[src/rtl/sba_pkg.sv]
package sba_pkg;

  // Saturating increment used by the per-task wait counters.
  function automatic logic [31:0] sba_sat_inc(input logic [31:0] v, input logic [31:0] lim);
    return (v >= lim) ? lim : v + 32'd1;
  endfunction

endpackage

[src/rtl/sba_prio_pick.sv]
module sba_prio_pick #(
  parameter int unsigned N_TASKS = 4
) (
  input  logic [N_TASKS-1:0] req,
  output logic [N_TASKS-1:0] gnt
);

  // Walk from the lowest rank upward so that the lowest index wins.
  always_comb begin
    gnt = '0;
    for (int i = N_TASKS - 1; i >= 0; i--) begin
      if (req[i]) begin
        gnt    = '0;
        gnt[i] = 1'b1;
      end
    end
  end

endmodule

[src/rtl/sba_bank_mux.sv]
module sba_bank_mux #(
  parameter int unsigned N_TASKS = 4,
  parameter int unsigned ADDR_W  = 10,
  parameter int unsigned DATA_W  = 16
) (
  input  logic [N_TASKS-1:0]        gnt,
  input  logic [N_TASKS-1:0]        t_we,
  input  logic [N_TASKS*ADDR_W-1:0] t_addr,
  input  logic [N_TASKS*DATA_W-1:0] t_wdata,
  input  logic [DATA_W-1:0]         mem_rdata,
  output logic                      mem_en,
  output logic                      mem_we,
  output logic [ADDR_W-1:0]         mem_addr,
  output logic [DATA_W-1:0]         mem_wdata,
  output logic [N_TASKS-1:0]        rvalid,
  output logic [N_TASKS*DATA_W-1:0] t_rdata
);

  // Forward path: one-hot select of the granted task's lines.
  always_comb begin
    mem_en    = 1'b0;
    mem_we    = 1'b0;
    mem_addr  = '0;
    mem_wdata = '0;
    for (int i = 0; i < N_TASKS; i++) begin
      if (gnt[i]) begin
        mem_en    = 1'b1;
        mem_we    = t_we[i];
        mem_addr  = t_addr[i*ADDR_W +: ADDR_W];
        mem_wdata = t_wdata[i*DATA_W +: DATA_W];
      end
    end
  end

  // Return path: read data reaches only the granted reader.
  for (genvar g = 0; g < N_TASKS; g++) begin : g_ret
    assign rvalid[g]                    = gnt[g] & ~t_we[g];
    assign t_rdata[g*DATA_W +: DATA_W]  = rvalid[g] ? mem_rdata : '0;
  end

endmodule

[src/rtl/sba_deadline_mon.sv]
module sba_deadline_mon
  import sba_pkg::*;
#(
  parameter int unsigned CNT_W = 8
) (
  input  logic             clk,
  input  logic             rst_n,
  input  logic             req,
  input  logic             gnt,
  input  logic [CNT_W-1:0] limit,
  output logic             miss
);

  localparam logic [31:0] CNT_MAX = 32'((64'd1 << CNT_W) - 64'd1);

  logic [CNT_W-1:0] cnt_q, cnt_d;
  logic             miss_q, miss_d;
  logic             cnt_en, miss_en;
  logic             waiting, late;

  // Next-state logic
  always_comb begin
    waiting = req & ~gnt;
    late    = waiting && (limit != '0) &&
              ({1'b0, cnt_q} + {{CNT_W{1'b0}}, 1'b1} >= {1'b0, limit});
    cnt_d   = waiting ? CNT_W'(sba_sat_inc(32'(cnt_q), CNT_MAX)) : '0;
    cnt_en  = waiting | (cnt_q != '0);
    miss_d  = miss_q | late;
    miss_en = late;
  end

  // Registers
  always_ff @(posedge clk or negedge rst_n) begin
    if (!rst_n) begin
      cnt_q  <= '0;
      miss_q <= 1'b0;
    end else begin
      if (cnt_en)  cnt_q  <= cnt_d;
      if (miss_en) miss_q <= miss_d;
    end
  end

  assign miss = miss_q;

  a_r9_miss_sticky: assert property (@(posedge clk) disable iff (!rst_n)
    miss_q |=> miss_q);

  a_r7_miss_needs_wait: assert property (@(posedge clk) disable iff (!rst_n)
    $rose(miss_q) |-> $past(req && !gnt));

  a_r8_zero_limit_quiet: assert property (@(posedge clk) disable iff (!rst_n)
    $rose(miss_q) |-> $past(limit != '0));

endmodule

[src/rtl/shared_bank_arbiter.sv]
module shared_bank_arbiter #(
  parameter int unsigned N_TASKS = 4,
  parameter int unsigned ADDR_W  = 10,
  parameter int unsigned DATA_W  = 16,
  parameter int unsigned CNT_W   = 8
) (
  input  logic                      clk,
  input  logic                      rst_n,
  input  logic [N_TASKS-1:0]        req,
  input  logic [N_TASKS-1:0]        t_we,
  input  logic [N_TASKS*ADDR_W-1:0] t_addr,
  input  logic [N_TASKS*DATA_W-1:0] t_wdata,
  input  logic [N_TASKS*CNT_W-1:0]  t_deadline,
  output logic [N_TASKS-1:0]        grant,
  output logic [N_TASKS-1:0]        rvalid,
  output logic [N_TASKS*DATA_W-1:0] t_rdata,
  output logic [N_TASKS-1:0]        miss,
  output logic                      mem_en,
  output logic                      mem_we,
  output logic [ADDR_W-1:0]         mem_addr,
  output logic [DATA_W-1:0]         mem_wdata,
  input  logic [DATA_W-1:0]         mem_rdata
);

  // Reset: asserted asynchronously, released on a clock edge.
  logic [1:0] rst_sync_q;
  logic       rst_sync_n;

  always_ff @(posedge clk or negedge rst_n) begin
    if (!rst_n) rst_sync_q <= 2'b00;
    else        rst_sync_q <= {rst_sync_q[0], 1'b1};
  end
  assign rst_sync_n = rst_sync_q[1];

  sba_prio_pick #(.N_TASKS(N_TASKS)) u_pick (
    .req (req),
    .gnt (grant)
  );

  sba_bank_mux #(
    .N_TASKS(N_TASKS), .ADDR_W(ADDR_W), .DATA_W(DATA_W)
  ) u_mux (
    .gnt       (grant),
    .t_we      (t_we),
    .t_addr    (t_addr),
    .t_wdata   (t_wdata),
    .mem_rdata (mem_rdata),
    .mem_en    (mem_en),
    .mem_we    (mem_we),
    .mem_addr  (mem_addr),
    .mem_wdata (mem_wdata),
    .rvalid    (rvalid),
    .t_rdata   (t_rdata)
  );

  for (genvar g = 0; g < N_TASKS; g++) begin : g_mon
    sba_deadline_mon #(.CNT_W(CNT_W)) u_mon (
      .clk   (clk),
      .rst_n (rst_sync_n),
      .req   (req[g]),
      .gnt   (grant[g]),
      .limit (t_deadline[g*CNT_W +: CNT_W]),
      .miss  (miss[g])
    );

    // no lower-indexed requester may be pending while task g holds the bus
    a_r3_rank_order: assert property (@(posedge clk) disable iff (!rst_sync_n)
      grant[g] |-> ((req & N_TASKS'((64'd1 << g) - 64'd1)) == '0));
  end

  a_r1_grant_onehot: assert property (@(posedge clk) disable iff (!rst_sync_n)
    $onehot0(grant));

  a_r1_grant_to_requester: assert property (@(posedge clk) disable iff (!rst_sync_n)
    (grant & ~req) == '0);

  a_r4_work_conserving: assert property (@(posedge clk) disable iff (!rst_sync_n)
    (req != '0) |-> (grant != '0));

  a_r5_write_needs_enable: assert property (@(posedge clk) disable iff (!rst_sync_n)
    mem_we |-> mem_en);

  a_r6_rvalid_only_granted: assert property (@(posedge clk) disable iff (!rst_sync_n)
    (rvalid & ~grant) == '0);

endmodule

[config.mk]
export PLATFORM = sky130hd
export DESIGN_NAME = shared_bank_arbiter
export DESIGN_NICKNAME = d
export VERILOG_FILES = /design/src/rtl/sba_pkg.sv /design/src/rtl/sba_prio_pick.sv /design/src/rtl/sba_bank_mux.sv /design/src/rtl/sba_deadline_mon.sv /design/src/rtl/shared_bank_arbiter.sv
export SDC_FILE = /design/constraint.sdc
export NUM_CORES = 1
export LEC_CHECK = 0
export BUFFER_PORTS_ARGS = -buffer_cell sky130_fd_sc_hd__buf_2
export CAP_MARGIN = 25
export CORE_AREA = 2 2 104 106
export DETAILED_ROUTE_END_ITERATION = 8
export DIE_AREA = 0 0 106 108
export PLACE_DENSITY = 0.74
export SKIP_LAST_GASP = 1
export SLEW_MARGIN = 20
export SYNTH_ARGS = -nofsm -noshare
export SYNTH_HDL_FRONTEND = slang
export SYNTH_SLANG_ARGS = --single-unit
[constraint.sdc]
create_clock -name clk -period 1.8 [get_ports clk]
set_input_delay 0.36 -clock clk [delete_from_list [all_inputs] [get_ports clk]]
set_output_delay 0.36 -clock clk [all_outputs]
set_load 0.03 [all_outputs]
# Word-level counts from Yosys, hierarchy flattened
# Index checks and enable logic that the tools add are counted.
totals:
  regBits: 38
  wordCells: 97
classes:
  add_sub_neg: 8
  magnitude_cmp: 8
  mux: 32
  bitwise: 24
  n_reduce_logical: 16
op_table:
  columns: ["op", "n"]
  rows:
  - ["16-bit 2-to-1 mux", 8]
  - ["8-bit 2-to-1 mux", 8]
  - ["8-bit nonzero test", 8]
  - ["10-bit 2-to-1 mux", 4]
  - ["8-bit by 1-bit adder with 9-bit output, second input constant", 4]
  - ["9-bit by 8-bit >= comparator with 1-bit output", 4]
  - ["8-bit by 1-bit adder with 8-bit output, second input constant", 4]
  - ["8-bit >= comparator, second input constant", 4]
  - ["4-bit 2-to-1 mux", 4]
  - ["1-bit bitwise AND", 8]
  - ["1-bit logical AND", 8]
  - ["1-bit 2-to-1 mux", 8]
  - ["1-bit inverter", 8]
  - ["1-bit OR", 8]

# Longest topological paths before layout
# Gate-level depths: netlist of run 1.
depth:
  depth_word: 9
  ltp_mapped: 9
  depth_no_buf: 9

# Cells and area by module
# Synthesis of run 1 repeated with hierarchy kept, for this count alone.
hier_totals:
  cells_unflattened: 522
  area_unflattened_um2: 4421.7
by_module_without_submodules:
  columns: ["module", "n_inst", "cells_each", "area_each_um2", "seq_area_each_um2"]
  rows:
  - ["sba_deadline_mon (g_mon[0].u_mon ...)", 3, 85, 737.0, 225.2]
  - ["sba_bank_mux", 1, 174, 1383.8, 0.0]
  - ["sba_deadline_mon (g_mon[1].u_mon)", 1, 86, 734.5, 225.2]
  - ["shared_bank_arbiter", 1, 3, 53.8, 50.0]
  - ["sba_prio_pick", 1, 4, 38.8, 0.0]

# Worst setup path after synthesis of run 1
# OpenSTA, ideal clock, no wires.
synth_path:
  path_kind: "reg-to-reg"
  start: "register g_mon[3].u_mon.cnt_q[0]"
  end: "register g_mon[3].u_mon.miss_q"
  setup_time_ns: 0.126
  arrival_ns: 2.000
  required_ns: 1.674
  slack_ns: -0.326
  path_stages_with_launch: 10
  period_less_slack_ns: 2.126
  path_cell_list: "dfrtp_1 ha_1 and4_1 nand2_1 xnor2_1 ha_1 a21oi_1 o21a_1 o21ai_0 a311o_1"
synth_via:
  elab_chain_len: 4
synth_rtl:
  columns: ["item", "line_no", "source"]
  rows:
  - ["from (decl)", "sba_deadline_mon.sv:16", "logic [CNT_W-1:0] cnt_q, cnt_d;"]
  - ["from (signal assigned)", "sba_deadline_mon.sv:38", "if (cnt_en) cnt_q <= cnt_d;"]
  - ["8-bit by 1-bit adder with 9-bit output *", "sba_deadline_mon.sv:25", "({1'b0, cnt_q} + {{CNT_W{1'b0}}, 1'b1} >= {1'b0, limit});"]
  - ["9-bit by 8-bit >= comparator with 1-bit output *", "sba_deadline_mon.sv:25", null]
  - ["1-bit logical AND *", "sba_deadline_mon.sv:24", "late = waiting && (limit != '0) &&"]
  - ["1-bit OR", "sba_deadline_mon.sv:28", "miss_d = miss_q | late;"]
  - ["to (signal assigned)", "sba_deadline_mon.sv:39", "if (miss_en) miss_q <= miss_d;"]
  - ["to (decl)", "sba_deadline_mon.sv:17", "logic miss_q, miss_d;"]
# Every way passes the cells marked *; elsewhere a longest branch is shown, timed or not.
# A chain may end at the register's enable or synchronous reset.

# Worst setup path after layout of run 1
layout_path:
  start: "register g_mon[3].u_mon.cnt_q[1]"
  end: "register g_mon[3].u_mon.miss_q"
# The elaborated chain is that of the path after synthesis.

==> summary.txt, run 1 <==
Routing
  • DRT Pass-1 Iters: 5
  • Final ANT Viol Nets: 0
  • Routed vias/inst: 5.38
  • DR DRC count: 0
  • WL/cell: 19.9 µm
  • Vias: 4,912
  • Final wirelength: 18,200 µm
  • Initial DRC count: 247

Logic synthesis
  • Post-synth top cells: 65 x and2_1, 40 x nor2_1, 37 x inv_1
  • EDFF count, synth: 0
  • Synth area leader: dfrtp_1
  • Flops & latches, synth: 29
  • Asr flop ratio synth: 100%
  • Post-Syn Instances: 440
  • Distinct cells, synth: 43
  • Mapped Area: approximately 3400 µm²
  • YS warnings: 0
  • Synth Area per Inst: 7.72 µm²
  • Yosys top cell area share: 21.4%
  • Ys flop type: dfrtp_1
  • Seq/Total Area, Yosys: a little over a fifth
  • Dominant cell by count in the synthesized netlist: and2_1
  • Synth top area cells: dfrtp_1 21%, and2_1 12%, ha_1 11%, a221o_1 7.7%, a22oi_1 5.7%
  • Syn Nets: 632

STA
  • Final hold violation count: 0
  • Final setup vio count: 76
  • TNS Setup: -7.80 ns
  • Clock skew: 0.00198 ns
  • Max Slew Vio Count: 0
  • Tcrit/Tclk final: 114%
  • Unrepaired setup endpoints after global routing: true
  • Fin Hold WS: 0.272 ns
  • Setup WS post-layout: -0.258 ns
  • Fmax: approximately 490 MHz
  • Final Critical Period: 2.06 ns

Clock network
  • CTS root buf: clkbuf_8
  • Clock Latency Late Sink: 0.27 ns
  • CTS max path bufs: 2
  • H-tree depth: 2
  • Number of CTS-inserted buffers: 5
  • Clock Sinks: 29
  • Clk pin slew, worst setup/hold paths: 0.06 ns
  • Clock tree from TritonCTS: done

Critical path
  • Worst Setup End Kind: flip-flop
  • CP Class: flip-flop to flip-flop
  • Maximum net fanout on the critical path: 3
  • Type of origin of the critical path: flip-flop
  • Crit path required time: roughly 2 ns
  • WP data arrival: 2.21 ns

Global route
  • Largest net degree at the start of global routing: 36
  • Initial antenna violation count: 3
  • GRT Total Usage: 28.6%
  • Vias in the first global route: 4,707
  • First-pass GRT wire length: between 20,000 and 30,000 µm
  • GRT Residual Overflow: 0

Finish
  • Post-route cell area: approximately 7000 µm²
  • Final core occ: 68.2%
  • Layout cells sized above 1: 65.5%
  • Final Non-Filler Cells: ~900
  • Fin nets: between 900 and 1,000
  • Area grow syn2layout: 105%

Place
  • Gpl congestion: between 0.9 and 1
  • Placed Area: 5160 µm²
  • Dpl hpwl: ~12,000 µm
  • Port bufs: between 200 and 300
  • Post-placement cell count: 850
  • Pre-CTS WS: -0.522 ns

Run
  • # Max-Cap Violations: 0

Status
  • Failing checks: setup timing
  • Outcome: finished with violations

Hold path
  • Hold crit path type: flip-flop to async pin

Floorplan
  • Boundary Pins: 266
  • Initial Utilization: about a third
  • Row count: 37
  • Die area: about 11,000 µm²
  • Core footprint: between 10,000 and 15,000 µm²
  • Die Height: around 110 µm
  • Die Span X: 106 µm

Pwr
  • Power, Total: 3.35 mW
  • PD cells: 480 nW/µm²
  • Peak VDD IR: roughly 350 µV
  • Leak pwr: 3.54 nW
final timing paths:
check | start | cells after the start | slack (ns) | endpoint
max reg2reg | g_mon[3].u_mon.cnt_q[1] | 9 | -0.26 | g_mon[3].u_mon.miss
max in group asynchronous | rst_sync_q[1] | 1 | 1.24 | g_mon[2].u_mon.cnt_q[0]
min in group clk | rst_sync_q[0] | 0 | 0.38 | rst_sync_q[1]
min reg2reg | rst_sync_q[1] | 1 | 0.27 | g_mon[1].u_mon.cnt_q[6]
min | rst_sync_q[1] | 1 | 0.27 | g_mon[1].u_mon.cnt_q[6]
max | g_mon[3].u_mon.cnt_q[1] | 9 | -0.26 | g_mon[3].u_mon.miss
registers in the layout, summed over array words and instances, names as in the netlist:
signal / cells
g_mon.u_mon.cnt_q: 24
g_mon.u_mon.miss: 3
rst_sync_q: 2
critical path, stage by stage (launching register included):
cell and delay [ns]:
dfrtp_2 0.42, ha_4 0.18, and4_4 0.24, nand2_4 0.08, xnor2_4 0.21, ha_4 0.23
a21oi_2 0.11, o21a_1 0.13, o21ai_1 0.08, a311o_1 0.26
metal layers:
layer  track usage (%)  part of all wire, %  vias to the layer above
li1                  -                    -                     2218
met1              34.9                   37                     2390
met2              51.4                   51                      271
met3              7.53                   11                       33
met4              4.89                  1.7                        0
met5                 0                    0                        -
where the power goes:
group          internal, mW  switching [mW]
registers             0.743          0.0891
clock network         0.274           0.232
logic                 0.996            1.02
area by class of cell:
class,count,area [µm²]
Inverter,37,139
Antenna cell,8,20.0
Tap cell,136,170
Timing Repair Buffer,346,2870
Clock buffer,8,80.1
Fill cell,768,3250
Multi-Input combinational cell,349,2970
Sequential cell,29,732
timing repair:
action,in CTS,in global routing
gates resized for setup,214,157
pin swaps,38,50
hold endpoints to repair,2,0
buffers inserted,22,13
cloned,9,5
hold buffers,1,0
setup endpoints to repair,99,102
logic make-up after synthesis:
| kind of cell | Yosys count | share of synthesized area [%] |
|---|---|---|
| and+or+nand+nor | 192 | 30.7 |
| AOI/OAI and AO/OA | 104 | 22.9 |
| other | 2 | 0.221 |
| xor gates and xnor gates | 18 | 4.64 |
| buffers and inverters | 65 | 9.09 |
| DFF | 29 | 21.4 |
| adders and majority gates | 30 | 11.0 |
placed cells by master (no fill, tap or decap), types with 4 or more instances in the layout:
cell type / Yosys / final
nand4_1: 5 / 5
dfrtp_1: 29 / 24
a221o_2: 0 / 18
buf_16: 0 / 4
o21ai_0: 10 / 6
nor2b_4: 0 / 4
nor2b_1: 13 / 10
nand2_1: 22 / 20
nor2_1: 40 / 38
and2_1: 65 / 5
inv_1: 37 / 37
clkbuf_8: 0 / 5
dfrtp_2: 0 / 5
buf_12: 0 / 10
a21o_1: 4 / 4
a21oi_1: 25 / 22
buf_6: 3 / 105
buf_2: 10 / 160
and2_4: 0 / 60
nand3_1: 8 / 7
a21oi_2: 1 / 4
ha_4: 0 / 5
buf_4: 8 / 60
xnor2_2: 0 / 6
nor4_1: 7 / 6
a22oi_2: 0 / 26
diode_2: 0 / 8
a221o_1: 26 / 8
xnor2_1: 13 / 6
nor3_1: 12 / 9
ha_1: 30 / 25
(Power assumes the default switching activity.)
==> run 2, diff against run 1 <==
--- a/config.mk
+++ b/config.mk
@@ -7,10 +7,10 @@
 export LEC_CHECK = 0
 export BUFFER_PORTS_ARGS = -buffer_cell sky130_fd_sc_hd__buf_2
 export CAP_MARGIN = 25
-export CORE_AREA = 2 2 104 106
+export CORE_AREA = 2 2 103 105
 export DETAILED_ROUTE_END_ITERATION = 8
-export DIE_AREA = 0 0 106 108
-export PLACE_DENSITY = 0.74
+export DIE_AREA = 0 0 105 107
+export PLACE_DENSITY = 0.75
 export SKIP_LAST_GASP = 1
 export SLEW_MARGIN = 20
 export SYNTH_ARGS = -nofsm -noshare
==> summary.txt, run 2 (synthesized netlist as in run 1, its figures left out) <==
STA
  • Fmax: roughly 470 MHz
  • Max Slew Vio Count: 0
  • Clock skew: 0.00468 ns
  • Final Critical Period: roughly 2.1 ns
  • Final hold violation count: 0
  • Setup WS post-layout: -0.333 ns
  • Unrepaired setup endpoints after global routing: true
  • Final setup vio count: 89
  • Tcrit/Tclk final: 118%

Critical path
  • Worst Setup End Kind: flip-flop
  • Crit path required time: 1.97 ns
  • Type of origin of the critical path: flip-flop
  • Maximum net fanout on the critical path: 4
  • CP Class: flip-flop to flip-flop
  • WP data arrival: 2.30 ns

Clock network
  • CTS root buf: clkbuf_8
  • Number of CTS-inserted buffers: 5
  • CTS max path bufs: 2
  • Clock Sinks: 29
  • Clk pin slew, worst setup/hold paths: 0.06 ns
  • Clock tree from TritonCTS: done
  • Clock Latency Late Sink: 0.29 ns
  • H-tree depth: 2

Finish
  • Multi-input gate area: roughly 2800 µm²
  • Max FFs per register: 24
  • Final core occ: approximately two thirds
  • FF+latch area: 728 µm²
  • Leading cell types in the layout, fill and taps excluded: 170 x buf_2, 95 x buf_6, 58 x buf_4, 49 x and2_4, 39 x nor2_1
  • Area grow syn2layout: 98.6%
  • Layout cells sized above 1: around three fifths
  • Top reg by flops: g_mon.u_mon.cnt_q
  • Fin nets: 961
  • Most common cell after layout, fill and taps aside: buf_2
  • # fillers: 792

Place
  • Dpl hpwl: 11,500 µm
  • Port bufs: 256
  • Pre-CTS WS: -0.597 ns
  • Gpl congestion: 0.918

Routing
  • DR DRC count: 0
  • Vias: 4,857
  • Initial DRC count: between 200 and 250
  • WL/cell: 19.5 µm
  • DRT Pass-1 Iters: 5
  • Met1 WL: 6730 µm
  • Met2 wire length: 8530 µm
  • Final ANT Viol Nets: 0
  • Routed vias/inst: 5.33
  • Max layer used: met5
  • Final wirelength: around 18,000 µm
  • Met3 WL: 1740 µm

Floorplan
  • Die Height: 107 µm
  • Boundary Pins: 266
  • Die area: approximately 11,000 µm²
  • Die Span X: about 110 µm
  • Initial Utilization: 33.7%
  • Row count: 37
  • Core footprint: 10,100 µm²

Global route
  • Vias in the first global route: 4,689
  • GRT Total Usage: 28.5%
  • Largest net degree at the start of global routing: 41
  • GRT Residual Overflow: 0
  • First-pass GRT wire length: 24,800 µm
  • Initial antenna violation count: 5

Pwr
  • Leak pwr: 3.51 nW
  • PD cells: 502 nW/µm²
  • Peak VDD IR: 411 µV

Run
  • # Max-Cap Violations: 0

Hold path
  • Hold crit path type: flip-flop to async pin

Status
  • Failing checks: setup timing
  • Outcome: finished with violations
[run 2: cell count changes in the layout (fill, tap and decap cells not counted), moves of 10 or more]
cell and change:
a22oi_2 -17, a22oi_1 +17, and2_1 +11, buf_2 +10
buf_6 -10, and2_4 -11
[run 2: path summary, 6_finish.rpt]
| path | to | startpoint | cells past startpoint | slack, ns |
|---|---|---|---|---|
| min in group clk | rst_sync_q[1] | rst_sync_q[0] | 0 | 0.36 |
| max reg2reg | g_mon[3].u_mon.miss | g_mon[3].u_mon.cnt_q[0] | 10 | -0.33 |
| min reg2reg | g_mon[1].u_mon.miss | rst_sync_q[1] | 1 | 0.25 |
| max | g_mon[3].u_mon.miss | g_mon[3].u_mon.cnt_q[0] | 10 | -0.33 |
| max in group asynchronous | g_mon[2].u_mon.cnt_q[0] | rst_sync_q[1] | 1 | 1.27 |
| min | g_mon[1].u_mon.miss | rst_sync_q[1] | 1 | 0.25 |
[run 2: per-stage QoR]
stage	instance area (µm²)	setup TNS [ns]	std cells	total power [mW]	hold WS, ns
floorplan	3490	-0.244	440	1.79	0.0644
global placement	5160	-22.74	849	2.33	0.146
detailed placement	5160	-25.33	849	2.39	0.150
CTS	6350	-7.86	891	3.27	0.271
global route	6750	-11.91	909	3.59	0.317
finish	6750	-8.98	911	3.39	0.251
[run 2: where the power goes]
group | switching, mW | internal, mW
logic | 1.00 | 0.965
registers | 0.0874 | 0.741
clock network | 0.245 | 0.345
[run 2: cell type report]
cell class              count  area share [%]
flip-flops and latches     29            10.8
multi-input cells         350            41.9
clock buffers               7            1.43
inverters                  37            2.06
repair buffers            346            41.1
clock inverters             1          0.0741
diodes                      5           0.185
well taps                 136            2.52
[run 2: repair_timing]
| item | 4_1_cts | 5_1_grt |
|---|---|---|
| setup endpoints to repair | 82 | 100 |
| pin swaps | 60 | 28 |
| gates cloned | 9 | 5 |
| hold buffers | 1 | 0 |
| setup buffers | 25 | 11 |
| endpoints found under the hold margin | 2 | 0 |
| resized for setup | 223 | 84 |
[run 2: per-layer routing]
layer	vias up	GRT usage, %
li1	2219	-
met1	2315	34.7
met2	267	49.0
met3	54	5.84
met4	2	11.6
met5	-	0
[run 2: critical path, stage by stage (launching register included)]
cell and delay [ns]:
dfrtp_1 0.42, buf_6 0.13, nand4_1 0.16, or2_4 0.31, xor2_2 0.17, inv_2 0.07, ha_4 0.15, a21oi_2 0.13
o21a_1 0.14, o21ai_1 0.07, a311o_1 0.26
